===== config.mk =====
export PLATFORM = sky130hd
export DESIGN_NAME = mmio_router
export DESIGN_NICKNAME = d
export VERILOG_FILES = /design/src/rtl/mmio_router_pkg.sv /design/src/rtl/mmio_window_cfg.sv /design/src/rtl/mmio_addr_decode.sv /design/src/rtl/mmio_xfer_seq.sv /design/src/rtl/mmio_router.sv
export SDC_FILE = /design/constraint.sdc
export NUM_CORES = 1
export LEC_CHECK = 0
export BUFFER_PORTS_ARGS = -buffer_cell sky130_fd_sc_hd__buf_2
export CORE_AREA = 2 2 115 117
export CTS_CLUSTER_DIAMETER = 200
export DETAILED_ROUTE_END_ITERATION = 12
export DIE_AREA = 0 0 117 119
export GPL_TIMING_DRIVEN = 0
export PLACE_DENSITY = 0.83
export SLEW_MARGIN = 20
export SYNTH_ARGS = -nofsm -noshare
export SYNTH_HDL_FRONTEND = slang
export SYNTH_SLANG_ARGS = --single-unit
export TNS_END_PERCENT = 20

===== constraint.sdc =====
create_clock -name clk -period 1.3 [get_ports clk]
set_input_delay 0.195 -clock clk [delete_from_list [all_inputs] [get_ports clk]]
set_output_delay 0.195 -clock clk [all_outputs]
set_load 0.01 [all_outputs]

===== src/rtl/mmio_router_pkg.sv =====
`timescale 1ns/1ps
package mmio_router_pkg;
  typedef enum logic [1:0] {RT_MEM, RT_IO, RT_ERR} route_t;
  typedef enum logic [2:0] {
    S_IDLE, S_MEM, S_MEM_RSP, S_IO_REQ, S_IO_WAIT, S_IO_RSP, S_ERR_RSP
  } state_t;
endpackage


===== src/rtl/mmio_window_cfg.sv =====
`timescale 1ns/1ps
module mmio_window_cfg #(
  parameter int NUM_WIN = 8
) (
  input  logic               clk,
  input  logic               rst_n,
  input  logic               cfg_we,
  input  logic [NUM_WIN-1:0] cfg_mask,
  output logic [NUM_WIN-1:0] win_en
);
  always_ff @(posedge clk) begin
    if (!rst_n)      win_en <= '0;
    else if (cfg_we) win_en <= cfg_mask;
  end
endmodule


===== src/rtl/mmio_addr_decode.sv =====
`timescale 1ns/1ps
module mmio_addr_decode
  import mmio_router_pkg::*;
#(
  parameter int ADDR_W   = 32,
  parameter int NUM_WIN  = 8,
  parameter int WIN_LOG2 = 8,
  parameter int IDX_W    = 3
) (
  input  logic [ADDR_W-1:0]   addr,
  input  logic [NUM_WIN-1:0]  win_en,
  output route_t              route,
  output logic [IDX_W-1:0]    ctrl_idx,
  output logic [WIN_LOG2-1:0] offset
);
  localparam int FIELD_W = ADDR_W - 1 - WIN_LOG2;

  logic [FIELD_W-1:0] win_field;
  logic [NUM_WIN-1:0] hit;
  logic               io_hit;

  assign win_field = addr[ADDR_W-2:WIN_LOG2];

  // one comparator per window: the index must match and the window be enabled
  for (genvar n = 0; n < NUM_WIN; n++) begin : g_win
    assign hit[n] = win_en[n] && (win_field == FIELD_W'(n));
  end

  assign io_hit   = |hit;
  assign ctrl_idx = win_field[IDX_W-1:0];
  assign offset   = addr[WIN_LOG2-1:0];

  always_comb begin
    if (!addr[ADDR_W-1]) route = RT_MEM;
    else if (io_hit)     route = RT_IO;
    else                 route = RT_ERR;
  end
endmodule


===== src/rtl/mmio_xfer_seq.sv =====
`timescale 1ns/1ps
module mmio_xfer_seq
  import mmio_router_pkg::*;
#(
  parameter int ADDR_W   = 32,
  parameter int DATA_W   = 32,
  parameter int WIN_LOG2 = 8,
  parameter int IDX_W    = 3
) (
  input  logic                clk,
  input  logic                rst_n,
  input  logic                cpu_req_valid,
  output logic                cpu_req_ready,
  input  logic                cpu_we,
  input  logic [ADDR_W-1:0]   cpu_addr,
  input  logic [DATA_W-1:0]   cpu_wdata,
  input  route_t              route,
  input  logic [IDX_W-1:0]    ctrl_idx,
  input  logic [WIN_LOG2-1:0] offset,
  output logic                cpu_rsp_valid,
  output logic [DATA_W-1:0]   cpu_rsp_rdata,
  output logic                cpu_rsp_err,
  output logic                mem_req_valid,
  output logic                mem_we,
  output logic [ADDR_W-1:0]   mem_addr,
  output logic [DATA_W-1:0]   mem_wdata,
  input  logic [DATA_W-1:0]   mem_rdata,
  output logic                io_req_valid,
  input  logic                io_req_ready,
  output logic                io_req_write,
  output logic [IDX_W-1:0]    io_req_ctrl,
  output logic [WIN_LOG2-1:0] io_req_offset,
  output logic [DATA_W-1:0]   io_req_wdata,
  input  logic                io_ack_valid,
  input  logic [DATA_W-1:0]   io_ack_rdata
);
  state_t              state;
  logic                we_q;
  logic [ADDR_W-1:0]   addr_q;
  logic [DATA_W-1:0]   wdata_q;
  logic [IDX_W-1:0]    ctrl_q;
  logic [WIN_LOG2-1:0] off_q;
  logic [DATA_W-1:0]   rdata_q;

  always_ff @(posedge clk) begin
    if (!rst_n) begin
      state   <= S_IDLE;
      we_q    <= 1'b0;
      addr_q  <= '0;
      wdata_q <= '0;
      ctrl_q  <= '0;
      off_q   <= '0;
      rdata_q <= '0;
    end else begin
      unique case (state)
        S_IDLE: if (cpu_req_valid) begin
          we_q    <= cpu_we;
          addr_q  <= cpu_addr;
          wdata_q <= cpu_wdata;
          ctrl_q  <= ctrl_idx;
          off_q   <= offset;
          unique case (route)
            RT_MEM:  state <= S_MEM;
            RT_IO:   state <= S_IO_REQ;
            default: state <= S_ERR_RSP;
          endcase
        end
        S_MEM:     state <= S_MEM_RSP;
        S_IO_REQ:  if (io_req_ready) state <= S_IO_WAIT;
        S_IO_WAIT: if (io_ack_valid) begin
          rdata_q <= io_ack_rdata;
          state   <= S_IO_RSP;
        end
        default:   state <= S_IDLE;
      endcase
    end
  end

  assign cpu_req_ready = (state == S_IDLE);
  assign cpu_rsp_valid = (state == S_MEM_RSP) || (state == S_IO_RSP) ||
                         (state == S_ERR_RSP);
  assign cpu_rsp_err   = (state == S_ERR_RSP);
  assign cpu_rsp_rdata = (state == S_MEM_RSP) ? mem_rdata :
                         (state == S_IO_RSP)  ? rdata_q   : '0;

  assign mem_req_valid = (state == S_MEM);
  assign mem_we        = we_q;
  assign mem_addr      = addr_q;
  assign mem_wdata     = wdata_q;

  assign io_req_valid  = (state == S_IO_REQ);
  assign io_req_write  = we_q;
  assign io_req_ctrl   = ctrl_q;
  assign io_req_offset = off_q;
  assign io_req_wdata  = wdata_q;
endmodule


===== src/rtl/mmio_router.sv =====
`timescale 1ns/1ps
module mmio_router
  import mmio_router_pkg::*;
#(
  parameter int ADDR_W   = 32,
  parameter int DATA_W   = 32,
  parameter int NUM_WIN  = 8,
  parameter int WIN_LOG2 = 8,
  localparam int IDX_W   = (NUM_WIN > 1) ? $clog2(NUM_WIN) : 1
) (
  input  logic                clk,
  input  logic                rst_n,
  input  logic                cfg_we,
  input  logic [NUM_WIN-1:0]  cfg_win_mask,
  input  logic                cpu_req_valid,
  output logic                cpu_req_ready,
  input  logic                cpu_we,
  input  logic [ADDR_W-1:0]   cpu_addr,
  input  logic [DATA_W-1:0]   cpu_wdata,
  output logic                cpu_rsp_valid,
  output logic [DATA_W-1:0]   cpu_rsp_rdata,
  output logic                cpu_rsp_err,
  output logic                mem_req_valid,
  output logic                mem_we,
  output logic [ADDR_W-1:0]   mem_addr,
  output logic [DATA_W-1:0]   mem_wdata,
  input  logic [DATA_W-1:0]   mem_rdata,
  output logic                io_req_valid,
  input  logic                io_req_ready,
  output logic                io_req_write,
  output logic [IDX_W-1:0]    io_req_ctrl,
  output logic [WIN_LOG2-1:0] io_req_offset,
  output logic [DATA_W-1:0]   io_req_wdata,
  input  logic                io_ack_valid,
  input  logic [DATA_W-1:0]   io_ack_rdata
);
  logic [NUM_WIN-1:0]  win_en;
  route_t              route;
  logic [IDX_W-1:0]    ctrl_idx;
  logic [WIN_LOG2-1:0] offset;

  mmio_window_cfg #(.NUM_WIN(NUM_WIN)) u_cfg (
    .clk(clk), .rst_n(rst_n), .cfg_we(cfg_we), .cfg_mask(cfg_win_mask),
    .win_en(win_en)
  );

  mmio_addr_decode #(
    .ADDR_W(ADDR_W), .NUM_WIN(NUM_WIN), .WIN_LOG2(WIN_LOG2), .IDX_W(IDX_W)
  ) u_dec (
    .addr(cpu_addr), .win_en(win_en), .route(route),
    .ctrl_idx(ctrl_idx), .offset(offset)
  );

  mmio_xfer_seq #(
    .ADDR_W(ADDR_W), .DATA_W(DATA_W), .WIN_LOG2(WIN_LOG2), .IDX_W(IDX_W)
  ) u_seq (
    .clk(clk), .rst_n(rst_n),
    .cpu_req_valid(cpu_req_valid), .cpu_req_ready(cpu_req_ready),
    .cpu_we(cpu_we), .cpu_addr(cpu_addr), .cpu_wdata(cpu_wdata),
    .route(route), .ctrl_idx(ctrl_idx), .offset(offset),
    .cpu_rsp_valid(cpu_rsp_valid), .cpu_rsp_rdata(cpu_rsp_rdata),
    .cpu_rsp_err(cpu_rsp_err),
    .mem_req_valid(mem_req_valid), .mem_we(mem_we), .mem_addr(mem_addr),
    .mem_wdata(mem_wdata), .mem_rdata(mem_rdata),
    .io_req_valid(io_req_valid), .io_req_ready(io_req_ready),
    .io_req_write(io_req_write), .io_req_ctrl(io_req_ctrl),
    .io_req_offset(io_req_offset), .io_req_wdata(io_req_wdata),
    .io_ack_valid(io_ack_valid), .io_ack_rdata(io_ack_rdata)
  );
endmodule


# Word-level counts from Yosys, hierarchy flattened
# Cells that the tools add are included.
[classes]
mux = 9
reduce_logical = 17
n_eq_ne = 17
[op_table]
columns = ["op", "count"]
rows = [
  ["23-bit by 3-bit equality test with 1-bit output, second input constant", 4],
  ["32-bit two-way mux", 2],
  ["23-bit by 2-bit equality test with 1-bit output, second input constant", 2],
  ["23-bit by 1-bit equality test with 1-bit output, second input constant", 1],
  ["23-bit logical NOT", 1],
  ["3-bit one-hot mux with 4 select lines", 1],
  ["3-bit equality test, second input constant", 3],
  ["3-bit two-way mux", 3],
  ["1-bit logical AND", 8],
  ["8-bit OR reduction", 1],
  ["3-bit by 2-bit equality test with 1-bit output, second input constant", 2],
  ["3-bit one-hot mux with 2 select lines", 1],
  ["2-bit two-way mux", 2],
  ["2-bit inequality test, second input constant", 2],
  ["2-bit AND reduction", 2],
  ["3-bit by 1-bit equality test with 1-bit output, second input constant", 1],
  ["3-bit logical NOT", 1],
  ["3-bit AND reduction", 1],
  ["2-bit by 1-bit equality test with 1-bit output, second input constant", 1],
  ["2-bit logical NOT", 1],
  ["1-bit logical OR", 2],
  ["2-bit by 1-bit inequality test with 1-bit output, second input constant", 1],
]
[word_totals]
out_inout_bits = 146
in_bits = 143
reg_bits = 119
wordCells = 51

# Longest topological paths before layout
# Gate-level depths: netlist of the first run.
[depth]
depth_word = 9
depth_mapped = 7
ltp_nobuf = 4

# By module
# A second synthesis of the first run with hierarchy kept.
[hier_totals]
cells_unflattened = 633
hier_area_um2 = 5253.8
[by_module_without_submodules]
columns = ["mod", "area_each_um2", "cells_each", "instances"]
rows = [
  ["mmio_xfer_seq", 4739.5, 581, 1],
  ["mmio_window_cfg", 301.5, 25, 1],
  ["mmio_addr_decode", 212.7, 27, 1],
]

# Worst setup path after synthesis of the first run
# No wires, ideal clock.
[synth_path]
path_type = "register -> output"
start = "reg u_seq.state[2]"
end = "out cpu_rsp_rdata[0]"
n_path_buf = 2
path_stages_with_launch = 6
setup_slack_ns = -0.084
arrival_time_ns = 1.189
cell_sequence = "dfxtp_1 buf_2 nand2_1 nor2_1 buf_2 a22o_1"
[synth_between]
elab_chain_len = 3
word_cells_on_any_way = 4
[synth_lines]
columns = ["element", "line_no", "source"]
rows = [
  ["start, declared", "mmio_xfer_seq.sv:37", "state_t state;"],
  ["start signal, assigned", "mmio_xfer_seq.sv:47", "state <= S_IDLE;"],
  ["start signal, assigned", "mmio_xfer_seq.sv:63", "RT_MEM: state <= S_MEM;"],
  ["start signal, assigned", "mmio_xfer_seq.sv:64", "RT_IO: state <= S_IO_REQ;"],
  ["3-bit equality test", "mmio_xfer_seq.sv:84", "(state == S_IO_RSP) ? rdata_q : '0;"],
  ["32-bit two-way mux", "mmio_xfer_seq.sv:84", ""],
  ["32-bit two-way mux *", "mmio_xfer_seq.sv:83", "assign cpu_rsp_rdata = (state == S_MEM_RSP) ? mem_rdata :"],
  ["end, declared", "mmio_router.sv:21", "output logic [DATA_W-1:0] cpu_rsp_rdata,"],
]
# Mark *: on every way between the ends. The rest lies on a longest branch, timed or not.

# Worst setup path in the final report of the first run
[layout_path]
start = "reg u_seq.state[2]"
end = "out cpu_rsp_rdata[2]"
# The elaborated chain is that of the path after synthesis.

==> reports/qor.yml, run 1 <==
outcome:
  run_status: "finished, violations left"
  violations: "negative setup slack"
yosys:
  synthArstFlopShare: 0
  yosysWarnings: 0
  avgSynthCellArea_um2: 8.43
  synth_top_area_cell: "dfxtp_1"
  syn_area_um2: 4860
  yosys_register_bits: 108
  ys_types: 34
  synth-edff-count: 0
  synth_top_area_share: 0.445
  syn_inst: 576
  synth_ff_type: "dfxtp_1"
  ys_seq_area_frac: 0.445
  synth.area.top_cells: "dfxtp_1, nand2_1, buf_4"
  synth_nets: 719
worst_setup_path:
  timing.rr.end: "u_seq.rdata_q[24]"
  slowest_stage: "dfxtp_2"
  timing.rr.start: "u_seq.state[0]"
  cp.arrival_ns: 1.57
  worstRegToRegCells: 8
  startpoint_type: "flop"
  worstSetupPathType: "flop to output pin"
  slowest_delay_ns: 0.33
  crit_path_end_kind: "output pin"
  worstPathMaxFanout: 6
  critical_path_required_ns: 1.11
  crit_top_cell: "buf_6"
  r2r_slack_ns: -0.19
  cp_cell_sequence: "buf_6, buf_6, nor2_4, buf_12, buf_8, a22o_1, buf_2"
global_routing:
  gr-total-overflow: 0
  grt_pass1_vias: 4494
  grt_pass1_wl_um: 22700
  antenna_found_initial: 1
  grt_util_all_layers: 0.210
  grt_max_degree: 18
cells_and_area:
  instances_no_fill: 1072
  area_delta_synth_final_pct: 48.6
  fillers: 1239
  design_area_um2: 7220
  drive_gt1_frac: 0.461
  mostFrequentLayoutCells: "buf_2, nand2_1, dfxtp_1"
  fin_util: 0.561
  layout_commonest_cell: "buf_2"
  nNetsFinal: 1032
hold_path:
  hp-class: "input pin to flop"
  hold_start: "io_ack_rdata[9]"
  worstHoldEndpoint: "u_seq.rdata_q[9]"
  hold-path-cell-count: 3
clock_tree:
  numCtsBuffers: 9
  path_clk_slew_ns: 0.07
  root_buffer: "clkbuf_16"
  clock_path_buffers: 2
  cts_tree: "yes"
  h-tree-depth: 3
  insertion_delay_ns: 0.35
  cts.sinks: 108
sta:
  setup_viol: 131
  rsz0062_at_grt: "yes"
  fmaxAchievable_mhz: 568
  finalCriticalPeriod_ns: 1.76
  maxSlewViolCount: 0
  period_share: 1.35
  slew-limit-headroom: 0.576
  skew_ns: 0.00509
  final.setup.worst_slack_ns: -0.461
  tightest_slew_ns: 0.636
  hold_viol: 0
routing:
  ant_nets: 0
  via_count: 5005
  drt_first_pass_iters: 4
  wl_per_cell_um: 14.2
  vias_per_cell: 4.67
  routed_wl_um: 15300
  drt_iter0_drc: 259
  remaining_drc_errors: 0
placement:
  portBuffers: 287
  dpl-instance-area_um2: 6550
  gp_congestion: 0.801
  dp_hpwl_um: 11600
  dp.cells: 1039
floorplanning:
  rows: 42
  die_y_um: 119
  initial_core_util: 0.377
  die-area_um2: 13900
  io_pins: 289
  fp.dieW_um: 117
  core-area_um2: 12900
pwr:
  ir_drop_v: 0.000627
  cellLeakagePower_uw: 0.00358
  p_per_area_nw_per_um2: 1210
job:
  cap_viol_max_count: 0
-- per-stage QoR --
step                      setup TNS, ns  hold slack (ns)  setup slack [ns]  total power, µW
after global routing             -37.29           0.0701            -0.527             9150
after CTS                        -39.70           0.0642            -0.516             8720
after detailed placement         -24.72            0.441            -0.618             5770
final                            -26.26           0.0733            -0.461             8700
after floorplan                  -0.252            0.312          -0.00372             4950
after global placement           -20.56            0.435            -0.598             5730
-- layer usage --
layer | routed length [µm] | part of all wire | track usage
met2 | 7660 | 0.50 | 0.378
met5 | 7 | 0.00046 | 0
met3 | 1250 | 0.082 | 0.0514
met4 | 212 | 0.014 | 0.0691
met1 | 6130 | 0.40 | 0.240
-- cell usage after synthesis (2+ instances only) --
master	n
nand2_1	197
dfxtp_1	108
buf_4	47
a21boi_0	43
a21boi_1	41
a22o_1	33
buf_2	17
clkbuf_1	16
a21oi_1	14
nor2b_1	9
mux2i_1	8
buf_6	6
nor4_1	6
inv_1	4
nor2_1	3
a2111oi_0	2
and3_1	2
nand3_1	2
nand3b_1	2
o21ai_0	2
-- power by group --
part           internal, µW  switching (µW)  total, µW  leakage, µW
Clock                  1500            1270       2770     0.000139
Sequential             3560             164       3730     0.000884
Combinational          1120            1090       2210      0.00256
Total                  6180            2520       8700      0.00358
-- sequential cells by signal, summed over array words and instances (netlist names) --
signal,count
u_seq.io_req_ctrl,2
u_cfg.win_en,8
u_seq.io_req_write,1
u_seq.rdata_q,32
u_seq.state,3
u_seq.mem_addr,30
u_seq.io_req_wdata,32
-- worst max-delay path by stage --
stage,start,endpoint,depth (start not counted)
floorplan,u_seq.state[0],cpu_rsp_rdata[0],5
global placement,cpu_addr[27],u_seq.state[0],5
detailed placement,cpu_addr[27],u_seq.state[2],5
CTS,u_seq.state[0],cpu_rsp_rdata[2],7
global route,u_seq.state[2],cpu_rsp_rdata[2],7
finish,u_seq.state[2],cpu_rsp_rdata[2],7
-- area by class of cell --
| class | count | area, µm² | area share |
|---|---|---|---|
| diodes | 2 | 5.00 | 0.000693 |
| flip-flops and latches | 108 | 2170 | 0.300 |
| inverters | 4 | 17.5 | 0.00243 |
| clock inverters | 6 | 63.8 | 0.00884 |
| plain buffers | 85 | 704 | 0.0975 |
| clock buffers | 10 | 229 | 0.0317 |
| multi-input cells | 378 | 2190 | 0.303 |
| well taps | 176 | 220 | 0.0305 |
| repair buffers | 303 | 1630 | 0.225 |
-- cell families (layout without fill, tap and decap cells) --
| group | Yosys count | count (layout) | synth area share |
|---|---|---|---|
| AOI/OAI and AO/OA | 139 | 139 | 0.217 |
| buffers and inverters | 90 | 408 | 0.119 |
| DFF | 108 | 108 | 0.445 |
| muxes | 10 | 10 | 0.0242 |
| other | 0 | 2 | 0 |
| and+or+nand+nor | 229 | 229 | 0.195 |
-- repair_timing --
item	in CTS	in global routing
gates cloned	4	0
setup buffers	10	3
hold endpoints to repair	0	0
gates resized for setup	62	42
pin swaps	5	10
setup endpoints to repair	130	136
hold buffers	0	0
-- worst max-delay path, delay by kind of cell, from the launching register on --
family | cells | cell delay, ns
compound gates | 1 | 0.16
flops | 1 | 0.33
buf+inv | 5 | 0.62
simple gates | 1 | 0.12
No activity file was read; power rests on OpenSTA's default activity.
==> run 2: changes to the inputs <==
--- a/config.mk
+++ b/config.mk
@@ -12,8 +12,8 @@
 export DIE_AREA = 0 0 117 119
 export GPL_TIMING_DRIVEN = 0
 export PLACE_DENSITY = 0.83
+export RECOVER_POWER = 50
 export SLEW_MARGIN = 20
 export SYNTH_ARGS = -nofsm -noshare
 export SYNTH_HDL_FRONTEND = slang
 export SYNTH_SLANG_ARGS = --single-unit
-export TNS_END_PERCENT = 20
==> run 2 against run 1 <==
Compared with the run above:
- the flow still finishes with violations (negative setup slack)
- combinational power up 28%
- critical path depth unchanged
- total power up 7.0%
- hold slack got worse by 0.0023 ns
- largest cell class unchanged
- global-route usage rose by 1.7 points
- non-clock buffer count rose by 32
- highest routed layer unchanged
- sequential power about the same
- flip-flop and latch count unchanged
- largest power group unchanged
- fmax is 0.74% higher
- setup slack better by 0.013 ns
- utilization grew 6.0 points
- count of clock-buffer cells in the layout shrank 1
==> reports/qor.yml, run 2 (synthesis results as in run 1) <==
clock_tree:
  postCtsHoldBufs: 0
  numCtsBuffers: 9
  h-tree-depth: 3
  insertion_delay_ns: 0.34
  path_clk_slew_ns: 0.08
  cts_tree: "yes"
  cts.sinks: 108
  root_buffer: "clkbuf_16"
  clock_path_buffers: 2
sta:
  hold_viol: 0
  setup_viol: 135
  tightest_slew_ns: 0.708
  skew_ns: 0.00823
  finalCriticalPeriod_ns: 1.75
  rsz0062_at_grt: "yes"
  slew-limit-headroom: 0.528
  period_share: 1.34
  hold_slack_ns: 0.0709
  maxSlewViolCount: 0
  final.setup.worst_slack_ns: -0.448
  fmaxAchievable_mhz: 572
routing:
  vias_per_cell: 4.75
  remaining_drc_errors: 0
  ant_nets: 0
  via_count: 5235
  drt_iter0_drc: 260
  drt_first_pass_iters: 4
  wl_per_cell_um: 15.3
  routed_wl_um: 16900
floorplanning:
  rows: 42
  die-area_um2: 13900
  io_pins: 289
  fp.dieW_um: 117
  core-area_um2: 12900
  initial_core_util: 0.377
  die_y_um: 119
placement:
  gp_congestion: 0.811
  pre_cts_ws_ns: -0.774
  portBuffers: 287
  dp_hpwl_um: 11300
pwr:
  cellLeakagePower_uw: 0.00378
  ir_drop_v: 0.000599
  p_per_area_nw_per_um2: 1160
cells_and_area:
  fillers: 1123
  n_antenna_cell: 0
  drive_gt1_frac: 0.490
  mostFrequentLayoutCells: "buf_2, nand2_1, dfxtp_1"
  layout_commonest_cell: "buf_2"
  area_delta_synth_final_pct: 64.6
  nNetsFinal: 1064
worst_setup_path:
  cp.arrival_ns: 1.55
  worstSetupPathType: "flop to output pin"
  startpoint_type: "flop"
  timing.rr.start: "u_seq.state[0]"
  r2r_slack_ns: -0.31
  worstRegToRegCells: 8
  critical_path_required_ns: 1.11
  crit_path_end_kind: "output pin"
  timing.rr.end: "u_seq.mem_addr[0]"
  worstPathMaxFanout: 7
hold_path:
  worstHoldEndpoint: "u_seq.state[1]"
  hold_start: "io_req_ready"
  hp-class: "input pin to flop"
  hold-path-cell-count: 2
outcome:
  violations: "negative setup slack"
  run_status: "finished, violations left"
global_routing:
  gr-total-overflow: 0
  grt_pass1_wl_um: 24600
  antenna_found_initial: 1
  grt_max_degree: 19
  grt_util_all_layers: 0.227
  grt_pass1_vias: 4935
job:
  cap_viol_max_count: 0
run 2: changes by cell type in the layout (fill, tap and decap cells not counted), sizes merged:
cell,delta
buf,-27
bufbuf,+1
clkbuf,+57
diode,-2
inv,+1
run 2: through the flow:
stage,total power [µW],utilization,area [µm²],cells,TNS [ns]
final,9310,0.621,8000,1102,-35.44
after global routing,9790,0.621,8000,1102,-45.88
after CTS,9160,0.597,7690,1100,-57.14
after detailed placement,5770,0.509,6560,1039,-24.29
after global placement,5740,0.509,6560,1039,-20.97
after floorplan,4950,-,4900,576,-0.112
run 2: how the worst max path moves through the flow:
stage,start,end,slack (ns),cells past startpoint
global placement,cpu_addr[12],u_seq.state[0],-0.75,5
CTS,u_seq.state[0],cpu_rsp_rdata[2],-0.51,7
finish,u_seq.state[1],cpu_rsp_rdata[2],-0.45,7
global route,u_seq.state[2],cpu_rsp_rdata[2],-0.50,7
detailed placement,cpu_addr[16],u_seq.state[2],-0.77,5
floorplan,u_seq.state[0],cpu_rsp_rdata[0],-0.004,5
run 2: worst max-delay path, cell delays in order (launching register included):
cell	delay (ns)
dfxtp_2	0.32
buf_6	0.13
nand2b_4	0.08
nor2_4	0.04
buf_12	0.14
buf_8	0.13
a22o_1	0.22
buf_2	0.14
run 2: power by group:
group	internal, µW	switching, µW	leakage (µW)
logic	1510	1310	0.00276
registers	3560	176	0.000885
clock network	1500	1260	0.000142
run 2: what timing repair did:
action | CTS | global route
endpoints found under the setup margin | 129 | 137
buffers inserted | 30 | 4
gates cloned | 15 | 7
endpoints found under the hold margin | 0 | 0
pin swaps | 15 | 78
resized for setup | 145 | 99
run 2: routing by layer:
metal  vias up  part of all wire  track usage
met1      2423              0.39        0.250
met2       210              0.52        0.413
met5         -           0.00095            0
li1       2574                 -            -
met4         2             0.019       0.0875
met3        26             0.072       0.0550
run 2: final cells by class:
class / instances / area (µm²) / area share
flip-flops and latches: 108 / 2170 / 0.272
clock buffers: 9 / 225 / 0.0282
plain buffers: 84 / 761 / 0.0951
repair buffers: 336 / 2080 / 0.261
well taps: 176 / 220 / 0.0275
inverters: 4 / 15.0 / 0.00188
clock inverters: 7 / 72.6 / 0.00908
multi-input cells: 378 / 2450 / 0.306
==> run 3: changes to the inputs <==
--- a/config.mk
+++ b/config.mk
@@ -6,10 +6,10 @@
 export NUM_CORES = 1
 export LEC_CHECK = 0
 export BUFFER_PORTS_ARGS = -buffer_cell sky130_fd_sc_hd__buf_2
-export CORE_AREA = 2 2 115 117
+export CORE_AREA = 2 2 112 114
 export CTS_CLUSTER_DIAMETER = 200
 export DETAILED_ROUTE_END_ITERATION = 12
-export DIE_AREA = 0 0 117 119
+export DIE_AREA = 0 0 114 116
 export GPL_TIMING_DRIVEN = 0
 export PLACE_DENSITY = 0.83
 export RECOVER_POWER = 50
==> constraint.sdc (replaced) <==
create_clock -name clk -period 1.7 [get_ports clk]
set_input_delay 0.255 -clock clk [delete_from_list [all_inputs] [get_ports clk]]
set_output_delay 0.255 -clock clk [all_outputs]
set_load 0.01 [all_outputs]
==> run 3 against run 2 <==
Compared with the run above:
- sequential power shrank 24%
- largest power group unchanged
- total power fell by 29%
- cell count shrank 5.2%
- the flow still finishes with violations (negative setup slack)
==> reports/qor.yml, run 3 (synthesis results as in run 1) <==
clock_tree:
  numCtsBuffers: 9
  h-tree-depth: 3
  insertion_delay_ns: 0.34
  clock_path_buffers: 2
  cts.sinks: 108
  root_buffer: "clkbuf_16"
  postCtsHoldBufs: 0
  path_clk_slew_ns: 0.08
  cts_tree: "yes"
pwr:
  power_uw: 6580
  cellLeakagePower_uw: 0.00319
  ir_drop_v: 0.000428
  p_per_area_nw_per_um2: 941
cells_and_area:
  drive_gt1_frac: 0.344
  mostFrequentLayoutCells: "nand2_1, buf_2, clkbuf_1"
  design_area_um2: 6990
  layout_commonest_cell: "nand2_1"
  fillers: 1111
  nNetsFinal: 1035
  area_delta_synth_final_pct: 43.8
sta:
  hold_slack_ns: 0.145
  setup_viol: 32
  finalCriticalPeriod_ns: 1.75
  rsz0062_at_grt: "yes"
  maxSlewViolCount: 0
  slew-limit-headroom: 0.493
  tightest_slew_ns: 0.754
  period_share: 1.03
  final.setup.worst_slack_ns: -0.0483
  hold_viol: 0
  fin_tns_setup_ns: -0.946
  fmaxAchievable_mhz: 572
  skew_ns: 0.00536
routing:
  via_count: 5006
  highest_layer: "met4"
  ant_nets: 0
  drt_iter0_drc: 267
  routed_wl_um: 14700
  wl_met3_um: 1010
  drt_first_pass_iters: 4
  vias_per_cell: 4.79
  dr_wl_met2_um: 7260
  remaining_drc_errors: 0
  wl_per_cell_um: 14.1
  wl_met1_um: 6150
floorplanning:
  io_pins: 289
  fp.dieW_um: 114
  core-area_um2: 11900
  rows: 40
  die-area_um2: 13200
  die_y_um: 116
  initial_core_util: 0.408
outcome:
  run_status: "finished, violations left"
  violations: "negative setup slack"
worst_setup_path:
  worstSetupPathType: "flop to output pin"
  timing.rr.end: "u_seq.rdata_q[28]"
  r2r_slack_ns: 0.10
  crit_path_end_kind: "output pin"
  cp.arrival_ns: 1.49
  worstRegToRegCells: 7
  critical_path_required_ns: 1.44
  timing.rr.start: "u_seq.state[0]"
  worstPathMaxFanout: 7
  startpoint_type: "flop"
global_routing:
  grt_util_all_layers: 0.213
  grt_pass1_wl_um: 22500
  grt_max_degree: 20
  grt_pass1_vias: 4716
  antenna_found_initial: 1
  gr-total-overflow: 0
hold_path:
  worstHoldEndpoint: "u_seq.io_req_wdata[28]"
  hp-class: "input pin to flop"
  hold-path-cell-count: 3
  hold_start: "cpu_wdata[28]"
placement:
  dpl-instance-area_um2: 6480
  gp_congestion: 0.800
  portBuffers: 287
  dp_hpwl_um: 11100
job:
  cap_viol_max_count: 0
-- run 3: routing by layer --
metal | vias to the layer above | global-route usage
met5 | - | 0
met4 | 0 | 0.0837
met3 | 23 | 0.0403
met2 | 202 | 0.384
met1 | 2271 | 0.250
li1 | 2510 | -
-- run 3: worst max path at each step --
stage                         startpoint           endpoint  slack (ns)
after floorplan           u_seq.state[2]   cpu_rsp_rdata[0]        0.26
after global placement      cpu_addr[27]     u_seq.state[0]       -0.30
after detailed placement    cpu_addr[27]     u_seq.state[2]       -0.30
after CTS                 u_seq.state[0]   cpu_rsp_rdata[8]       -0.11
after global routing      u_seq.state[1]  cpu_rsp_rdata[23]       -0.12
final                     u_seq.state[1]   cpu_rsp_rdata[6]       -0.05
-- run 3: final cells by class --
cell class / instances / area [µm²] / area share
multi-input cells: 378 / 2150 / 0.308
flip-flops and latches: 108 / 2170 / 0.310
diodes: 1 / 2.50 / 0.000358
well taps: 147 / 184 / 0.0263
clock inverters: 7 / 81.3 / 0.0116
clock buffers: 9 / 225 / 0.0322
repair buffers: 307 / 1530 / 0.219
inverters: 4 / 15.0 / 0.00215
plain buffers: 84 / 626 / 0.0895
-- run 3: critical path, cell delays in order (launching register included) --
cell      delay (ns)
dfxtp_2         0.32
buf_6           0.13
nand2b_4        0.08
nor2_4          0.04
buf_12          0.14
buf_8           0.12
a22o_1          0.19
buf_2           0.14
-- run 3: timing repair --
item | CTS | global route
pin swaps | 4 | 6
endpoints found under the setup margin | 32 | 119
gates resized for setup | 37 | 21
buffers inserted | 11 | 4
gates cloned | 6 | 0
-- run 3: through the flow --
| step | cells | setup slack (ns) | utilization |
|---|---|---|---|
| floorplan | 576 | 0.256 | - |
| global placement | 1010 | -0.298 | 0.544 |
| detailed placement | 1010 | -0.298 | 0.544 |
| CTS | 1043 | -0.108 | 0.591 |
| global route | 1045 | -0.118 | 0.587 |
| finish | 1045 | -0.0483 | 0.587 |
-- run 3: report_power, final --
| group | switching (µW) | internal, µW | total (µW) |
|---|---|---|---|
| Clock | 992 | 1170 | 2160 |
| Sequential | 134 | 2720 | 2860 |
| Combinational | 804 | 750 | 1550 |
